## config.mk

```make
export PLATFORM = sky130hd
export DESIGN_NAME = dvfs_step_ctrl
export DESIGN_NICKNAME = d
export VERILOG_FILES = /design/src/rtl/dvfs_pkg.sv /design/src/rtl/dvfs_util_window.sv /design/src/rtl/dvfs_step_decide.sv /design/src/rtl/dvfs_seq_fsm.sv /design/src/rtl/dvfs_step_ctrl.sv
export SDC_FILE = /design/constraint.sdc
export NUM_CORES = 1
export LEC_CHECK = 0
export ABC_AREA = 1
export BUFFER_PORTS_ARGS = -buffer_cell sky130_fd_sc_hd__buf_2
export CORE_UTILIZATION = 55
export CTS_CLUSTER_SIZE = 14
export DETAILED_ROUTE_END_ITERATION = 10
export PLACE_DENSITY_LB_ADDON = 0.3
export SETUP_SLACK_MARGIN = 0.4
export SYNTH_ARGS = -nofsm -noshare
export SYNTH_HDL_FRONTEND = slang
export SYNTH_SLANG_ARGS = --single-unit
```

## constraint.sdc

```tcl
create_clock -name clk -period 4.15 [get_ports clk]
set_input_delay 0.2075 -clock clk [delete_from_list [all_inputs] [get_ports clk]]
set_output_delay 0.2075 -clock clk [all_outputs]
set_load 0.03 [all_outputs]
```

## src/rtl/dvfs_pkg.sv

```systemverilog
package dvfs_pkg;

  localparam int NUM_OP = 6;
  localparam int IDX_W  = 3;
  localparam int VC_W   = 11;
  localparam int RC_W   = 5;
  localparam logic [IDX_W-1:0] TOP_IDX = IDX_W'(NUM_OP - 1);

  typedef enum logic [1:0] {
    ST_IDLE  = 2'd0,
    ST_UP_V  = 2'd1,
    ST_DN_C  = 2'd2,
    ST_DN_V  = 2'd3
  } seq_state_t;

  // Supply level in millivolts for each rung of the ladder.
  function automatic logic [VC_W-1:0] op_vcode(input logic [IDX_W-1:0] idx);
    case (idx)
      3'd0:    op_vcode = 11'd956;
      3'd1:    op_vcode = 11'd1036;
      3'd2:    op_vcode = 11'd1164;
      3'd3:    op_vcode = 11'd1276;
      3'd4:    op_vcode = 11'd1420;
      default: op_vcode = 11'd1484;
    endcase
  endfunction

  // Clock multiplier over a 100 MHz reference: 6, 8, ... 16.
  function automatic logic [RC_W-1:0] op_ratio(input logic [IDX_W-1:0] idx);
    op_ratio = RC_W'(6) + RC_W'({idx, 1'b0});
  endfunction

endpackage

```

## src/rtl/dvfs_util_window.sv

```systemverilog
module dvfs_util_window #(
  parameter int WIN_W = 16
) (
  input  logic             clk,
  input  logic             rst_n,
  input  logic             busy_i,
  input  logic [WIN_W-1:0] win_len_i,
  output logic             win_end_o,
  output logic [WIN_W-1:0] win_count_o
);

  logic [WIN_W-1:0] cnt_q, cnt_d;
  logic [WIN_W-1:0] acc_q, acc_d;
  logic [WIN_W:0]   cnt_inc;
  logic [WIN_W-1:0] sum;
  logic             last;

  always_comb begin
    cnt_inc = {1'b0, cnt_q} + {{WIN_W{1'b0}}, 1'b1};
    last    = (cnt_inc >= {1'b0, win_len_i});
    sum     = acc_q + {{(WIN_W-1){1'b0}}, busy_i};
    if (last) begin
      cnt_d = '0;
      acc_d = '0;
    end else begin
      cnt_d = cnt_inc[WIN_W-1:0];
      acc_d = sum;
    end
  end

  always_ff @(posedge clk or negedge rst_n) begin
    if (!rst_n) begin
      cnt_q <= '0;
      acc_q <= '0;
    end else begin
      cnt_q <= cnt_d;
      acc_q <= acc_d;
    end
  end

  assign win_end_o   = last;
  assign win_count_o = sum;

endmodule

```

## src/rtl/dvfs_step_decide.sv

```systemverilog
module dvfs_step_decide
  import dvfs_pkg::*;
#(
  parameter int WIN_W = 16
) (
  input  logic             win_end_i,
  input  logic [WIN_W-1:0] count_i,
  input  logic [WIN_W-1:0] thr_up_i,
  input  logic [WIN_W-1:0] thr_dn_i,
  input  logic [IDX_W-1:0] cur_idx_i,
  output logic             step_up_o,
  output logic             step_dn_o
);

  logic over, under;

  always_comb begin
    over      = (count_i > thr_up_i);
    under     = (count_i < thr_dn_i);
    // Demand wins if thresholds are programmed to overlap.
    step_up_o = win_end_i && over && (cur_idx_i != TOP_IDX);
    step_dn_o = win_end_i && !over && under && (cur_idx_i != '0);
  end

endmodule

```

## src/rtl/dvfs_seq_fsm.sv

```systemverilog
module dvfs_seq_fsm
  import dvfs_pkg::*;
(
  input  logic             clk,
  input  logic             rst_n,
  input  logic             step_up_i,
  input  logic             step_dn_i,
  input  logic             vreg_ready_i,
  output logic [IDX_W-1:0] cur_idx_o,
  output logic [VC_W-1:0]  vcode_o,
  output logic [RC_W-1:0]  ratio_o,
  output logic             vreq_o
);

  seq_state_t       state_q, state_d;
  logic [IDX_W-1:0] cur_q, cur_d;
  logic [IDX_W-1:0] tgt_q, tgt_d;
  logic [VC_W-1:0]  vcode_q, vcode_d;
  logic [RC_W-1:0]  ratio_q, ratio_d;

  always_comb begin
    state_d = state_q;
    cur_d   = cur_q;
    tgt_d   = tgt_q;
    vcode_d = vcode_q;
    ratio_d = ratio_q;
    case (state_q)
      ST_IDLE: begin
        // Window ends arriving in other states are dropped.
        if (step_up_i) begin
          tgt_d   = cur_q + 1'b1;
          vcode_d = op_vcode(cur_q + 1'b1);
          state_d = ST_UP_V;
        end else if (step_dn_i) begin
          tgt_d   = cur_q - 1'b1;
          ratio_d = op_ratio(cur_q - 1'b1);
          state_d = ST_DN_C;
        end
      end
      ST_UP_V: begin
        if (vreg_ready_i) begin
          ratio_d = op_ratio(tgt_q);
          cur_d   = tgt_q;
          state_d = ST_IDLE;
        end
      end
      ST_DN_C: begin
        vcode_d = op_vcode(tgt_q);
        state_d = ST_DN_V;
      end
      ST_DN_V: begin
        if (vreg_ready_i) begin
          cur_d   = tgt_q;
          state_d = ST_IDLE;
        end
      end
      default: state_d = ST_IDLE;
    endcase
  end

  always_ff @(posedge clk or negedge rst_n) begin
    if (!rst_n) begin
      state_q <= ST_IDLE;
      cur_q   <= '0;
      tgt_q   <= '0;
      vcode_q <= op_vcode('0);
      ratio_q <= op_ratio('0);
    end else begin
      state_q <= state_d;
      cur_q   <= cur_d;
      tgt_q   <= tgt_d;
      vcode_q <= vcode_d;
      ratio_q <= ratio_d;
    end
  end

  assign cur_idx_o = cur_q;
  assign vcode_o   = vcode_q;
  assign ratio_o   = ratio_q;
  assign vreq_o    = (state_q == ST_UP_V) || (state_q == ST_DN_V);

endmodule

```

## src/rtl/dvfs_step_ctrl.sv

```systemverilog
module dvfs_step_ctrl
  import dvfs_pkg::*;
#(
  parameter int WIN_W = 16
) (
  input  logic             clk,
  input  logic             rst_n,
  input  logic             busy_i,
  input  logic [WIN_W-1:0] win_len_i,
  input  logic [WIN_W-1:0] thr_up_i,
  input  logic [WIN_W-1:0] thr_dn_i,
  input  logic             vreg_ready_i,
  output logic [IDX_W-1:0] op_idx_o,
  output logic [VC_W-1:0]  vcode_o,
  output logic [RC_W-1:0]  clk_ratio_o,
  output logic             vreq_o
);

  logic             win_end;
  logic [WIN_W-1:0] win_count;
  logic             step_up, step_dn;
  logic [IDX_W-1:0] cur_idx;

  dvfs_util_window #(.WIN_W(WIN_W)) u_window (
    .clk         (clk),
    .rst_n       (rst_n),
    .busy_i      (busy_i),
    .win_len_i   (win_len_i),
    .win_end_o   (win_end),
    .win_count_o (win_count)
  );

  dvfs_step_decide #(.WIN_W(WIN_W)) u_decide (
    .win_end_i (win_end),
    .count_i   (win_count),
    .thr_up_i  (thr_up_i),
    .thr_dn_i  (thr_dn_i),
    .cur_idx_i (cur_idx),
    .step_up_o (step_up),
    .step_dn_o (step_dn)
  );

  dvfs_seq_fsm u_seq (
    .clk          (clk),
    .rst_n        (rst_n),
    .step_up_i    (step_up),
    .step_dn_i    (step_dn),
    .vreg_ready_i (vreg_ready_i),
    .cur_idx_o    (cur_idx),
    .vcode_o      (vcode_o),
    .ratio_o      (clk_ratio_o),
    .vreq_o       (vreq_o)
  );

  assign op_idx_o = cur_idx;

endmodule

```

==> results of run 1 <==
==> registers in the layout (all words and copies together), names as in the netlist <==
signal and flops:
u_seq.cur_idx_o 3, u_window.cnt_q 16, u_seq.tgt_q 3, u_seq.vcode_o 6, u_window.acc_q 16, u_seq.state_q 2
u_seq.ratio_o 4
==> how the worst max path moves through the flow <==
stage | depth (start not counted) | slack, ns | end
after detailed placement | 24 | 0.77 | u_seq.tgt_q[0]$_DFFE_PN0P_
after global placement | 24 | 0.91 | u_seq.tgt_q[2]$_DFFE_PN0P_
final | 24 | 0.78 | u_seq.tgt_q[0]$_DFFE_PN0P_
after CTS | 24 | 0.74 | u_seq.tgt_q[0]$_DFFE_PN0P_
after floorplan | 24 | 1.23 | u_seq.tgt_q[0]$_DFFE_PN0P_
after global routing | 24 | 0.41 | u_seq.tgt_q[2]$_DFFE_PN0P_
==> Yosys cell counts (all sizes together), types with 6 or more instances <==
master and count:
ha 57, nor2 82, dfrtp 44, a21oi 22, inv 130, nor3 6
nand3 26, buf 9, nand2 141, nand4 9, o21ai 19, dfstp 6
xor2 11
==> metal layers <==
layer / track usage [%] / share of wire [%]
met5: 0 / 0
met4: 5.339 / 0.88
met3: 2.493 / 3.4
met2: 42.47 / 49
met1: 29.32 / 46
==> layout make-up <==
cell class                      instances  area share [%]
Multi-Input combinational cell        398           51.05
Tap cell                               99           2.627
Clock buffer                            5           1.459
Clock inverter                          3          0.5041
Sequential cell                        50           26.69
Inverter                              130           10.35
Timing Repair Buffer                   68           7.323
==> critical path: stages, from the launching register on <==
cell and delay, ns:
dfrtp_1 0.35, ha_1 0.17, ha_1 0.17, nand2_1 0.09, inv_2 0.09, nand3_2 0.09, nor2_2 0.10, nand2_2 0.08
nor2_4 0.12, nand4_2 0.14, nor2_1 0.15, xor2_1 0.22, inv_1 0.11, ha_1 0.28, nand2_1 0.07, nor2_2 0.13
nand2_1 0.09, inv_1 0.06, nand2_1 0.08, a21oi_2 0.17, nand3_4 0.15, nand2_2 0.13, nand2_1 0.09, nand2_1 0.10
nand2_1 0.05
==> cells by family (layout without fill, tap and decap cells) <==
group           count (synthesis)  after routing  share of synthesized area (%)
buf+inv                       140            206                          13.10
compound gates                 52             52                          7.118
flops                          50             50                          30.08
xor+xnor                       15             15                          3.140
simple gates                  269            269                          29.34
fa+ha+maj                      57             57                          17.05
other cells                     2              5                         0.1795
==> through the flow <==
step	hold WS (ns)	total power, mW
after floorplan	-0.08809	1.021
after global placement	0.3390	1.130
after detailed placement	0.3503	1.176
after CTS	0.01603	1.471
after global routing	0.04846	1.594
final	-0.003585	1.459
==> power breakdown <==
part	leakage (nW)	internal [mW]	switching (mW)
logic	2.19	0.217	0.347
clock network	0.0408	0.121	0.168
registers	0.648	0.560	0.0470
total	2.88	0.897	0.562
==> repair_timing <==
item | in CTS | in global routing
endpoints found under the hold margin | 0 | 0
hold buffers | 0 | 0
resized for setup | 0 | 5
endpoints found under the setup margin | 0 | 10
==> summary.txt, run 1 <==
GRT
  – First-pass GRT wire length: 14.57 mm
  – Largest net degree at the start of global routing: 51
  – Antenna violations before repair: 0
  – Grt total ovfl: 0
  – Tot GR Track Use: 23.18%
  – Vias in the first global route: roughly 3500

Clocking
  – Sink Count: 50
  – Total CTS buffers: 5
  – CTS tree: done
  – Root buf cell: clkbuf_8
  – Clock Pin Slew Worst Setup and Hold Paths: 0.10 ns
  – Clk buf depth: 2
  – Clk_lat worst skew: about 0.3 ns
  – Post-CTS setup buffers: 0
  – Max H-tree Level: 2

Layout
  – Share of layout cells above drive strength 1: 17.58%
  – Commonest non-fill, non-tap cells in the layout: nand2_1, inv_1, nor2_1
  – Fin nets: 762
  – Reg area: 1259 sq um
  – Design area: approximately 4700 sq um
  – Most common cell after layout, fill and taps aside: nand2_1
  – P&R area growth vs syn: 12.71%
  – Non-Filler Instances: 753
  – Post-layout util: 64.67%
  – Multi-input combinational cell area: ~2400 sq um
  – Antenna diodes: 0
  – Fillers: 670

Route
  – WL final: 8.588 mm
  – WL per Instance: 11.41 microns
  – Starting DRT DRC Count: 178
  – Antenna viol nets, final: 0
  – DRC viols: 0
  – Vias/cell: 4.951
  – DRT Pass-1 Iters: 4
  – Total number of vias: roughly 3700

Synth
  – Area contributors post-synth: dfrtp_1, ha_1, nand2_1
  – Prevailing post-synth register cell: dfrtp_1
  – Syn avg cell area: just over 7 sq um
  – Register bit count reported by yosys: 50
  – Synth Instances: 585
  – Yosys top cell area share: 26.32%
  – Register area share after synthesis: 30.08%
  – Post-synth ARST share: 100.0%
  – Number of synthesized flops with an enable pin: 0
  – Cell variety after synth: 39
  – Mapped Area: 4184 sq um
  – Ys Warns: 0
  – Top cell type by total area after synthesis: dfrtp_1

Status
  – Failing checks: negative hold slack
  – Outcome: complete, but fails checks

Worst setup path
  – Crit path DAT: 3.57 ns
  – Crit start category: flop
  – Worst-case reg-to-reg path depth: 24
  – R2R Setup Slk: about 0.78 ns
  – WP data required: 4.35 ns
  – Crit Path Max Fanout: 6
  – CP Class: reg2reg
  – Crit path from: u_window.acc_q[0]$_DFF_PN0_
  – Crit end category: flop
  – Worst r2r dst: u_seq.tgt_q[0]$_DFFE_PN0P_
  – RR Startpoint: u_window.acc_q[0]$_DFF_PN0_

STA
  – Worst setup margin: slightly below 0.8 ns
  – Slew @ Worst Pin: a little over 0.6 ns
  – Period utilization: 81.31%
  – Final setup fails: 0
  – Period minus WS final: roughly 3.4 ns
  – WHS: -0.003585 ns
  – Fin Clk Skew: 0.008324 ns
  – Final slew viol count: 0
  – Unrepaired setup endpoints after global routing: false
  – Hold Vio Cnt, Final: 3
  – Maximum clock rate: slightly below 0.3 GHz
  – Slew headroom: approximately 60%
  – Setup TNS Final: 0 ns

Die
  – Placeable Area: about 7300 sq um
  – Row count: 31
  – Die H: slightly below 90 microns
  – Initial Utilization: a little under three fifths
  – # IOs: 72
  – Die width: 89.22 microns
  – Die area: 7960 sq um

Power and ir drop
  – Peak supply drop: 0.1919 mV
  – Pwr per Cell Area: ~310 nW/um^2
  – P_leak: a little under 3 nW

Placement
  – Buffers on Ports: 66
  – Setup WS pre-CTS: 0.7696 ns
  – Placed Instances: between 700 and 800
  – Gpl congestion: 0.8481
  – Placed Area: 4604 sq um
  – Hpwl dp: about 7.0 mm

Job
  – Max_cap viols: 0

Hold path
  – Worst hold-check path type: in2async
No activity file was read; power rests on OpenSTA's default activity.
==> run 2, diff against run 1 <==
--- a/config.mk
+++ b/config.mk
@@ -7,7 +7,7 @@
 export LEC_CHECK = 0
 export ABC_AREA = 1
 export BUFFER_PORTS_ARGS = -buffer_cell sky130_fd_sc_hd__buf_2
-export CORE_UTILIZATION = 55
+export CORE_UTILIZATION = 52
 export CTS_CLUSTER_SIZE = 14
 export DETAILED_ROUTE_END_ITERATION = 10
 export PLACE_DENSITY_LB_ADDON = 0.3
==> constraint.sdc (replaced) <==
create_clock -name clk -period 2.81 [get_ports clk]
set_input_delay 0.1405 -clock clk [delete_from_list [all_inputs] [get_ports clk]]
set_output_delay 0.1405 -clock clk [all_outputs]
set_load 0.03 [all_outputs]
==> run 2 against run 1 <==
The run ends with negative setup slack left. Highest routed layer unchanged. Clock power is 49% higher. Clock-buffer cell count did not move. Via count rose by 9.3%. Hold slack improved by 0.041 ns. Total power increased by 63%. Sequential cell count did not move. Core utilization up 7.8 points. Final area is 19% higher.
==> summary.txt, run 2 (same netlist as run 1, synthesis figures left out) <==
Die
  – Die H: 91.70 microns
  – # IOs: 72
  – Die width: 91.70 microns
  – Row count: 32
  – Initial Utilization: between 50% and 60%
  – Placeable Area: 7767 sq um
  – Die area: between 8000 and 9000 sq um

Clocking
  – Clock Pin Slew Worst Setup and Hold Paths: roughly 0.1 ns
  – Max H-tree Level: 2
  – Clk_lat worst skew: 0.31 ns
  – Clk buf depth: 2
  – Root buf cell: clkbuf_8
  – Total CTS buffers: 5
  – Sink Count: 50
  – CTS tree: done

STA
  – Worst setup margin: -0.5431 ns
  – Maximum clock rate: 0.2982 GHz
  – Period minus WS final: 3.353 ns
  – Unrepaired setup endpoints after global routing: true
  – Final setup fails: 27
  – Slew headroom: 52.51%
  – Setup TNS Final: -8.411 ns
  – Fin Clk Skew: 0.01307 ns
  – Period utilization: 119.3%
  – Final slew viol count: 0
  – WHS: 0.03720 ns
  – Hold Vio Cnt, Final: 0
  – Slew @ Worst Pin: just over 0.7 ns

Worst setup path
  – Crit path DAT: 3.55 ns
  – Crit end category: flop
  – CP max stage cell: dfrtp_1
  – Crit Path Max Fanout: 6
  – Crit start category: flop
  – Slowest stage delay, CP: 0.38 ns
  – WP data required: 3.01 ns
  – Worst-path cell chain: ha_4, ha_4, nand2_2, inv_2, nand3_2, nor2_2, nand2_2, nor2_4, nand4_4, nor2_2, xor2_1, inv_1, ha_4, nand2_4, nor2_4, nand2_2, inv_2, nand2_4, a21oi_4, nand3_4, nand2_4, nand2_4, nand2_2, nand2_1
  – CP Class: reg2reg

Layout
  – Design area: about 5600 sq um
  – Non-Filler Instances: 814
  – Share of layout cells above drive strength 1: approximately a third
  – Fin nets: 820
  – P&R area growth vs syn: 34.63%
  – Commonest non-fill, non-tap cells in the layout: inv_1, nand2_1, buf_2
  – Most common cell after layout, fill and taps aside: inv_1
  – Antenna diodes: 0
  – Post-layout util: around 73%

Placement
  – Buffers on Ports: 66
  – Placed Instances: 777
  – Hpwl dp: ~7.3 mm
  – Gpl congestion: a little under 0.9
  – Setup WS pre-CTS: -0.3571 ns
  – Placed Area: 4875 sq um

GRT
  – Grt total ovfl: 0
  – First-pass GRT wire length: 15.97 mm
  – Largest net degree at the start of global routing: 33
  – Antenna violations before repair: 0
  – Tot GR Track Use: between 20% and 30%
  – Vias in the first global route: 3738

Status
  – Failing checks: negative setup slack
  – Outcome: complete, but fails checks

Route
  – WL per Instance: 13.08 microns
  – Starting DRT DRC Count: 189
  – DRC viols: 0
  – DRT Pass-1 Iters: 5
  – Antenna viol nets, final: 0
  – Vias/cell: approximately 5.0
  – Total number of vias: 4074
  – WL final: 10.65 mm

Power and ir drop
  – Peak supply drop: 0.3033 mV
  – Overall power: 2.372 mW
  – P_leak: 3.266 nW
  – Pwr per Cell Area: roughly 420 nW/um^2

Hold path
  – Worst hold-check path type: in2reg

Job
  – Max_cap viols: 0
==> run 2: path summary, 6_finish.rpt <==
check | startpoint | to | slack [ns] | cells past startpoint
worst min register to register | u_seq.vcode_o[8]$_DFFE_PN1P_ | u_seq.vcode_o[8]$_DFFE_PN1P_ | 0.47 | 2
worst min-delay path | vreg_ready_i | u_seq.state_q[0]$_DFFE_PN0P_ | 0.04 | 2
worst max register to register | u_window.acc_q[0]$_DFF_PN0_ | u_seq.vcode_o[10]$_DFFE_PN0P_ | -0.54 | 24
worst max-delay path | u_window.acc_q[0]$_DFF_PN0_ | u_seq.vcode_o[10]$_DFFE_PN0P_ | -0.54 | 24
min in group asynchronous | rst_n | u_seq.cur_idx_o[2]$_DFFE_PN0P_ | 0.41 | 2
max in group asynchronous | rst_n | u_window.cnt_q[9]$_DFF_PN0_ | 1.66 | 3
==> run 2: repair_timing <==
item	CTS	global route
hold buffers	1	0
cloned	1	2
pin swaps	15	26
resized for setup	33	69
buffers inserted	13	12
endpoints found under the setup margin	47	47
hold endpoints to repair	25	0
==> run 2: report_power, final <==
group | internal, mW | total [mW] | switching [mW] | leakage (nW)
clock | 0.180 | 0.430 | 0.250 | 0.0447
sequential | 0.827 | 0.910 | 0.0827 | 0.647
combinational | 0.429 | 1.03 | 0.604 | 2.57
total | 1.44 | 2.37 | 0.937 | 3.27
==> run 2: final cells by class <==
class	instances	area [sq um]
clock buffers	5	68.82
inverters	130	490.5
clock inverters	3	25.02
fillers	585	2135
flip-flops and latches	50	1260
repair buffers	125	849.6
multi-input cells	399	2811
well taps	102	127.6
==> run 2: critical path: cells and delay by family, from the launching register on <==
kind                     cells  cell delay [ns]
XOR/XNOR                     1             0.24
flip-flops                   1             0.38
adder cells (fa/ha/maj)      3             0.58
AO/OA/AOI/OAI                1             0.17
buffers and inverters        3             0.28
AND/OR/NAND/NOR             16             1.61
==> run 2: routing by layer <==
metal	vias to the layer above	GRT usage, %	routed length [microns]
met4	0	7.422	189
met5	-	0	0
met3	13	1.990	362
met2	102	41.17	5452
met1	1914	29.96	4644
li1	2045	-	-
